[src/rtl/wpg_pkg.sv]
package wpg_pkg;
  localparam int PRE_BITS = 8;
  localparam logic [PRE_BITS-1:0] PRE_VALUE = 8'b0000_0001;
  localparam int SLOT_COUNT = PRE_BITS + 1;
  localparam int IDX_W = $clog2(SLOT_COUNT);
  localparam int POS_W = $clog2(PRE_BITS);

  typedef enum logic [2:0] {
    ST_IDLE,
    ST_PARK,
    ST_REL,
    ST_SETUP,
    ST_HOLD,
    ST_BLO,
    ST_BHI
  } wpgState_t;

  typedef struct packed {
    logic sclLow;
    logic sdaLow;
    logic accept;
    logic sampleAck;
    logic finish;
  } wpgStrobe_t;
endpackage

[src/rtl/wpg_ctrl.sv]
module wpg_ctrl
  import wpg_pkg::*;
(
  input  logic       clk,
  input  logic       rst_n,
  input  logic       startReq,
  input  logic       phaseEnd,
  output wpgStrobe_t strb
);
  wpgState_t stateQ;
  logic [IDX_W-1:0] bitIdxQ;
  logic repeatPassQ;
  logic isAckSlot;
  logic [POS_W-1:0] bitPos;
  logic slotBit;
  logic atRest;

  assign isAckSlot = (bitIdxQ == IDX_W'(PRE_BITS));
  assign bitPos = POS_W'(IDX_W'(PRE_BITS - 1) - bitIdxQ);
  assign slotBit = isAckSlot ? 1'b1 : PRE_VALUE[bitPos];
  assign atRest = (stateQ == ST_IDLE) || (stateQ == ST_PARK);

  always_comb begin
    strb = '0;
    case (stateQ)
      ST_PARK:  begin strb.sclLow = 1'b1; strb.sdaLow = 1'b1; end
      ST_REL:   begin strb.sclLow = 1'b1; strb.sdaLow = 1'b0; end
      ST_SETUP: begin strb.sclLow = 1'b0; strb.sdaLow = 1'b0; end
      ST_HOLD:  begin strb.sclLow = 1'b0; strb.sdaLow = 1'b1; end
      ST_BLO:   begin strb.sclLow = 1'b1; strb.sdaLow = ~slotBit; end
      ST_BHI:   begin strb.sclLow = 1'b0; strb.sdaLow = ~slotBit; end
      default:  begin strb.sclLow = 1'b0; strb.sdaLow = 1'b0; end
    endcase
    strb.accept = atRest && startReq;
    strb.sampleAck = (stateQ == ST_BHI) && isAckSlot && phaseEnd;
    strb.finish = (stateQ == ST_HOLD) && repeatPassQ && phaseEnd;
  end

  always_ff @(posedge clk) begin
    if (!rst_n) begin
      stateQ <= ST_IDLE;
      bitIdxQ <= '0;
      repeatPassQ <= 1'b0;
    end else begin
      case (stateQ)
        ST_IDLE, ST_PARK: begin
          if (startReq) begin
            stateQ <= (stateQ == ST_IDLE) ? ST_SETUP : ST_REL;
            repeatPassQ <= 1'b0;
            bitIdxQ <= '0;
          end
        end
        ST_REL:   if (phaseEnd) stateQ <= ST_SETUP;
        ST_SETUP: if (phaseEnd) stateQ <= ST_HOLD;
        ST_HOLD: begin
          if (phaseEnd) begin
            stateQ <= repeatPassQ ? ST_PARK : ST_BLO;
            bitIdxQ <= '0;
          end
        end
        ST_BLO:   if (phaseEnd) stateQ <= ST_BHI;
        ST_BHI: begin
          if (phaseEnd) begin
            if (isAckSlot) begin
              stateQ <= ST_REL;
              repeatPassQ <= 1'b1;
            end else begin
              bitIdxQ <= bitIdxQ + IDX_W'(1);
              stateQ <= ST_BLO;
            end
          end
        end
        default: stateQ <= ST_IDLE;
      endcase
    end
  end
endmodule

[src/rtl/wpg_divider.sv]
module wpg_divider #(
  parameter int DIV_W = 16
) (
  input  logic             clk,
  input  logic             rst_n,
  input  logic             accept,
  input  logic [DIV_W-1:0] halfPeriod,
  output logic             phaseEnd
);
  localparam logic [DIV_W-1:0] MIN_HALF = DIV_W'(2);
  logic [DIV_W-1:0] periodQ;
  logic [DIV_W-1:0] cntQ;
  logic [DIV_W-1:0] loadVal;

  assign loadVal = (halfPeriod < MIN_HALF) ? MIN_HALF : halfPeriod;
  assign phaseEnd = (cntQ == '0);

  always_ff @(posedge clk) begin
    if (!rst_n) begin
      periodQ <= MIN_HALF;
      cntQ <= '0;
    end else if (accept) begin
      periodQ <= loadVal;
      cntQ <= loadVal - DIV_W'(1);
    end else if (cntQ == '0) begin
      cntQ <= periodQ - DIV_W'(1);
    end else begin
      cntQ <= cntQ - DIV_W'(1);
    end
  end
endmodule

[src/rtl/wpg_datapath.sv]
module wpg_datapath
  import wpg_pkg::*;
#(
  parameter int DIV_W = 16
) (
  input  logic             clk,
  input  logic             rst_n,
  input  wpgStrobe_t       strb,
  input  logic [DIV_W-1:0] halfPeriod,
  input  logic             sdaIn,
  output logic             phaseEnd,
  output logic             sclDrvLow,
  output logic             sdaDrvLow,
  output logic             done,
  output logic             ackErr
);
  logic sclQ, sdaQ, ackSeenQ, finishQ, doneQ, errQ;

  wpg_divider #(.DIV_W(DIV_W)) u_divider (
    .clk       (clk),
    .rst_n     (rst_n),
    .accept    (strb.accept),
    .halfPeriod(halfPeriod),
    .phaseEnd  (phaseEnd)
  );

  // SDA follows only once SCL has settled, so data never moves on an SCL edge
  always_ff @(posedge clk) begin
    if (!rst_n) begin
      sclQ <= 1'b0;
      sdaQ <= 1'b0;
    end else begin
      sclQ <= strb.sclLow;
      if (strb.sclLow == sclQ) sdaQ <= strb.sdaLow;
    end
  end

  always_ff @(posedge clk) begin
    if (!rst_n) begin
      ackSeenQ <= 1'b0;
      finishQ <= 1'b0;
      doneQ <= 1'b0;
      errQ <= 1'b0;
    end else begin
      if (strb.accept) ackSeenQ <= 1'b0;
      else if (strb.sampleAck && !sdaIn) ackSeenQ <= 1'b1;
      finishQ <= strb.finish;
      doneQ <= finishQ;
      errQ <= finishQ && ackSeenQ;
    end
  end

  assign sclDrvLow = sclQ;
  assign sdaDrvLow = sdaQ;
  assign done = doneQ;
  assign ackErr = errQ;
endmodule

[src/rtl/wake_preamble_gen.sv]
module wake_preamble_gen
  import wpg_pkg::*;
#(
  parameter int DIV_W = 16
) (
  input  logic             clk,
  input  logic             rst_n,
  input  logic             startReq,
  input  logic [DIV_W-1:0] halfPeriod,
  input  logic             sdaIn,
  output logic             sclDrvLow,
  output logic             sdaDrvLow,
  output logic             done,
  output logic             ackErr
);
  wpgStrobe_t strb;
  logic phaseEnd;

  wpg_ctrl u_ctrl (
    .clk     (clk),
    .rst_n   (rst_n),
    .startReq(startReq),
    .phaseEnd(phaseEnd),
    .strb    (strb)
  );

  wpg_datapath #(.DIV_W(DIV_W)) u_datapath (
    .clk       (clk),
    .rst_n     (rst_n),
    .strb      (strb),
    .halfPeriod(halfPeriod),
    .sdaIn     (sdaIn),
    .phaseEnd  (phaseEnd),
    .sclDrvLow (sclDrvLow),
    .sdaDrvLow (sdaDrvLow),
    .done      (done),
    .ackErr    (ackErr)
  );
endmodule

[config.mk]
export PLATFORM = sky130hd
export DESIGN_NAME = wake_preamble_gen
export DESIGN_NICKNAME = d
export VERILOG_FILES = /design/src/rtl/wpg_pkg.sv /design/src/rtl/wpg_ctrl.sv /design/src/rtl/wpg_divider.sv /design/src/rtl/wpg_datapath.sv /design/src/rtl/wake_preamble_gen.sv
export SDC_FILE = /design/constraint.sdc
export NUM_CORES = 1
export LEC_CHECK = 0
export CELL_PAD_IN_SITES_DETAIL_PLACEMENT = 0
export CELL_PAD_IN_SITES_GLOBAL_PLACEMENT = 2
export CORE_MARGIN = 1
export CORE_UTILIZATION = 33
export CTS_CLUSTER_SIZE = 40
export DETAILED_ROUTE_END_ITERATION = 16
export DONT_BUFFER_PORTS = 1
export GPL_TIMING_DRIVEN = 0
export HOLD_SLACK_MARGIN = 0.03
export PLACE_DENSITY = 0.77
export SYNTH_ARGS = -nofsm -noshare
export SYNTH_HDL_FRONTEND = slang
export SYNTH_SLANG_ARGS = --single-unit
[constraint.sdc]
create_clock -name clk -period 7.1 [get_ports clk]
set_input_delay 1.065 -clock clk [delete_from_list [all_inputs] [get_ports clk]]
set_output_delay 1.065 -clock clk [all_outputs]
set_load 0.02 [all_outputs]
Yosys cells after proc, flatten, opt, wreduce, memory -nomap -nowiden
Memories as Yosys holds them, arrays and structs flattened.
Index checks and enable logic that the tools add are counted.

operators by class
  add/subtract/negate cells = 5
  order comparisons = 2
  equality and inequality tests = 16
  multiplexer cells = 25
  bitwise operators = 2
  reduce and logical (&&, ||, !) cells = 18

operator list
  operator                                                     number
  two-way mux 16 bit                                           3
  subtractor 16 x 1 -> 16 bit, second input constant           3
  two-way mux 3 bit                                            8
  one-hot mux 3 bit (6 select lines)                           1
  logical NOT 16 bit                                           1
  less-than comparator 16 x 2 -> 1 bit, second input constant  1
  two-way mux 4 bit                                            4
  inequality test 2 x 1 -> 1 bit, second input constant        6
  one-hot mux 4 bit (3 select lines)                           1
  one-hot mux 2 bit (5 select lines)                           1
  == test 3 bit, second input constant                         3
  logical AND 1 bit                                            7
  == test 3 x 2 -> 1 bit, second input constant                2
  two-way mux 1 bit                                            6
  AND reduction 6 bit                                          1
  AND reduction 5 bit                                          1
  adder 4 x 1 -> 4 bit, second input constant                  1
  == test 4 bit, second input constant                         1
  less-than comparator 3 x 4 -> 1 bit, second input constant   1
  inequality test 2 bit, second input constant                 2
  AND reduction 4 bit                                          1
  OR reduction 2 bit                                           2
  == test 3 x 1 -> 1 bit, second input constant                1
  logical NOT 3 bit                                            1
  8 further kinds                                              9

storage, ports and cells
  bits in registers = 46
  bits in read-only memories = 8
  input port bits = 20
  output and inout port bits = 4
  logic and storage cells = 80
  memories kept = 1

memory list
  name             words  width  rd ports  clocked after Yosys merged registers in  wr ports  line            source
  (no name shown)  8      1      1         0                                        0         wpg_ctrl.sv:20  assign slotBit = isAckSlot ? 1'b1 : PRE_VALUE[bitPos];

Logic depth before layout (Yosys ltp)
  depth in word-level cells = 7
  gate-level depth with buffers = 10
  gate-level depth less buffers = 8

Cells and area by module
A second synthesis with hierarchy kept.

unflattened totals
  cell total of the unflattened synthesis = 282
  area, all modules = 2,396.0 sq um

by module, submodules not included
  module        instances  cells each  area each (sq um)  seq. area each (sq um)
  wpg_divider   1          197         1,622.8            640.6
  wpg_ctrl      1          68          580.6              160.2
  wpg_datapath  1          17          192.7              120.1

Worst setup path after synthesis
No wires, ideal clock.

  path type = input port to flip-flop
  from = input startReq
  to = register u_datapath.u_divider.cntQ[10]
  library setup time = 0.070 ns
  data arrival time = 3.048 ns
  required time = 7.030 ns
  slack = 3.981 ns
  cell stages on the path = 7
  buffers on the path = 0
  path through = nor3b_1 > nand2_1 > o32ai_4 > ha_1 > nand2_1 > or3_1 > a21oi_1

on the way
  cells in the longest elaborated chain, start to end = 2

RTL lines
  element                 line                    source
  start: declaration      wake_preamble_gen.sv:8  input logic startReq,
  logical AND 1 bit       wpg_ctrl.sv:34          strb.accept = atRest && startReq;
  two-way mux 16 bit      wpg_divider.sv:22       end else if (accept) begin
  end signal: assignment  wpg_divider.sv:24       cntQ <= loadVal - DIV_W'(1);
  end signal: assignment  wpg_divider.sv:26       cntQ <= periodQ - DIV_W'(1);
  end signal: assignment  wpg_divider.sv:28       cntQ <= cntQ - DIV_W'(1);
  end: declaration        wpg_divider.sv:12       logic [DIV_W-1:0] cntQ;

Every way passes these cells.
A chain may end at the register's enable or synchronous reset.

Worst setup path in the final report
Ends and elaborated chain as after synthesis.

==> metrics.yaml <==
vias: 2090
p_leak_uw: 0.000913
drc: 0
hold_viol_final: 0
finalCriticalPeriod_ns: 3.35
cp-start-kind: "input port"
synth_top_area_share_pct: 38.9
gp_congestion: 0.815
start_util_pct: 34.5
syn_area_per_cell_sq_um: 7.92
final_area_sq_mm: 0.00260
combPwrFrac_pct: 27.0
syn_inst: 299
max_cap_viol_count: 0
worst_pin_slew_ns: 1.14
synth-edff-count: 0
cts_sinks: 46
post_dp_cell_area_sq_mm: 0.00249
async_flop_share_pct: 0
worstPathCellList: "nor3b_1 -> nand2_1 -> o32ai_4 -> ha_1 -> nand2_1 -> or3_1 -> a21oi_1"
grt_usage_pct: 18.8
dieArea_sq_mm: 0.00752
synth_top_area_cell: "dfxtp_1"
gr-total-overflow: 0
setup-violations-final: 0
path_class: "input port to register"
port_buffers: 0
cts_buffers: 5
fin_nets: 330
finClkSkew_ns: 0.0141
path_max_fanout: 8
status: "finished, final reports clean"
max_slew_margin_pct: 23.8
seqPwrFrac_pct: 43.7
drt-initial-drc-count: 146
layout_commonest_cell: "dfxtp_1"
grt_pass1_vias: 2051
p_switching_uw: 232
p_sw_share_pct: 33.6
area_delta_synth_final_pct: 9.83
cts_root_buf: "clkbuf_8"
final.setup.tns_ns: 0
grt_max_degree: 16
rsz0062_at_grt: "false"
pin_count: 24
finish.utilization_pct: 37.9
finalCritPeriodShare_pct: 47.2
ctsHtreeMaxLevel: 2
cts-resized-gates: 0
rows: 30
min_path_type: "register to register"
first_pass_iters: 4
crit_path_max_incr_delay_ns: 0.89
end_kind: "register"
critPathSlowestCell: "nor3b_1"
synth_ff_type: "dfxtp_1"
antenna_found_initial: 0
fillers: 733
path_delay_family: "simple AND/OR/NAND/NOR gates"
regArea_sq_um: 921
internal-power_uw: 460
fmax_mhz: 298
multi_input_area_sq_mm: 0.00135
chipWidth_um: 86.7
cpMostUsedCell: "nand2_1"
die_y_um: 86.7
ys_ff_latch: 46
cts_buffer_depth: 2
path_buf_inv: 0
synthDistinctLibCells: 45
wirelength_um: 6520
via_per_inst: 5.19
layout_common_cells: "46 x dfxtp_1, 42 x nand2_1, 33 x a21oi_1"
cp.arrival_ns: 3.59
clkSlewWorstSetupHoldPaths_ns: 0.10
final_layout_size_suffix_gt1_share_pct: 6.19
ys_seq_area_share_pct: 38.9
ant_nets: 0
ir_drop_v: 0.000120
clk_latency_ns: 0.31
ys.warnings.count: 0
power.share.clock_pct: 29.2
dpl.hpwl_um: 4780
antennaDiodeCount: 0
p_per_area_mw_per_mm2: 266
cts_tree: "done"
wl_per_cell_um: 16.2
report.final.slew_viol_count: 0
required_ns: 7.34
core-area_sq_mm: 0.00687
hold_buffers: 0
grt_pass1_wl_um: 10800
synth_area_sq_mm: 0.00237
post_cts_buffers: 0
synth.top_cells.by_area: "dfxtp_1 39%, a21oi_1 7.0%, nand2_1 6.7%, o21ai_0 5.1%, nor2_1 4.9%"
synth_nets: 323
## worst register-to-register path, cell delays in order (launching register included)
cell and delay, ns:
dfxtp_1 0.32, buf_6 0.13, nor3b_1 0.92, nand2_1 0.26, o32ai_4 0.29, ha_1 0.40
nand2_1 0.16, or3_1 0.39, a21oi_1 0.13
## per-stage QoR
step	instances	hold WS [ns]	power [uW]	setup slack [ns]
2_1_floorplan	299	0.427	448	3.98
3_3_place_gp	395	0.445	494	3.44
3_5_place_dp	395	0.458	494	3.44
4_1_cts	403	0.471	697	3.74
5_1_grt	403	0.490	735	3.43
6_report	403	0.466	692	3.75
## routing by layer
| metal | vias up | wire length, um | global-route usage, % |
|---|---|---|---|
| met3 | 7 | 295 | 4.19 |
| met2 | 43 | 2710 | 27.8 |
| li1 | 1083 | - | - |
| met1 | 957 | 3450 | 27.1 |
| met4 | 0 | 68 | 5.91 |
| met5 | - | 0 | 0 |
## flip-flops by register name, summed over array words and instances, names as in the netlist
signal / count
u_ctrl.bitIdxQ: 4
u_ctrl.repeatPassQ: 1
u_ctrl.stateQ: 3
u_datapath.ackErr: 1
u_datapath.ackSeenQ: 1
u_datapath.done: 1
u_datapath.finishQ: 1
u_datapath.sclDrvLow: 1
u_datapath.sdaDrvLow: 1
u_datapath.u_divider.cntQ: 16
u_datapath.u_divider.periodQ: 16
## final cells by class
class,count,area share [%]
well taps,96,4.62
clock inverters,3,1.68
multi-input cells,231,51.9
clock buffers,5,2.65
flip-flops and latches,46,35.4
inverters,6,0.866
plain buffers,16,2.93
## cells in the mapped netlist (all sizes together), types with 4 or more instances
cell,n
o21ai,24
and3,6
o31ai,9
dfxtp,46
inv,5
xor2,4
nor2,31
ha,4
mux2i,6
clkbuf,13
nand3,5
nor4,5
or3,6
a21oi,33
nor3,13
xnor2,5
nand2,42
## worst paths after layout
| check | from | to | slack, ns | cells past startpoint |
|---|---|---|---|---|
| min | u_datapath.u_divider.periodQ[15]$_SDFFE_PN0N_ | u_datapath.u_divider.periodQ[15]$_SDFFE_PN0N_ | 0.47 | 2 |
| max reg2reg | u_ctrl.stateQ[1]$_SDFFE_PN0P_ | u_datapath.u_divider.cntQ[10]$_SDFF_PN0_ | 4.03 | 8 |
| min reg2reg | u_datapath.u_divider.periodQ[15]$_SDFFE_PN0N_ | u_datapath.u_divider.periodQ[15]$_SDFFE_PN0N_ | 0.47 | 2 |
| max | startReq | u_datapath.u_divider.cntQ[10]$_SDFF_PN0_ | 3.75 | 7 |
## logic make-up after synthesis
family | synth area share (%)
flops | 38.9
mux | 3.96
fa+ha+maj | 2.96
compound gates | 20.7
simple gates | 26.0
buf+inv | 4.17
xor+xnor | 3.33
## power by group through the flow
stage          clock, uW  sequential [uW]  combinational (uW)
6_report             202              302                 187
5_1_grt              220              305                 210
4_1_cts              207              302                 187
3_5_place_dp           0              308                 186
3_3_place_gp           0              308                 186
2_1_floorplan          0              302                 145
Note: power is estimated with default switching activity, not from simulation.
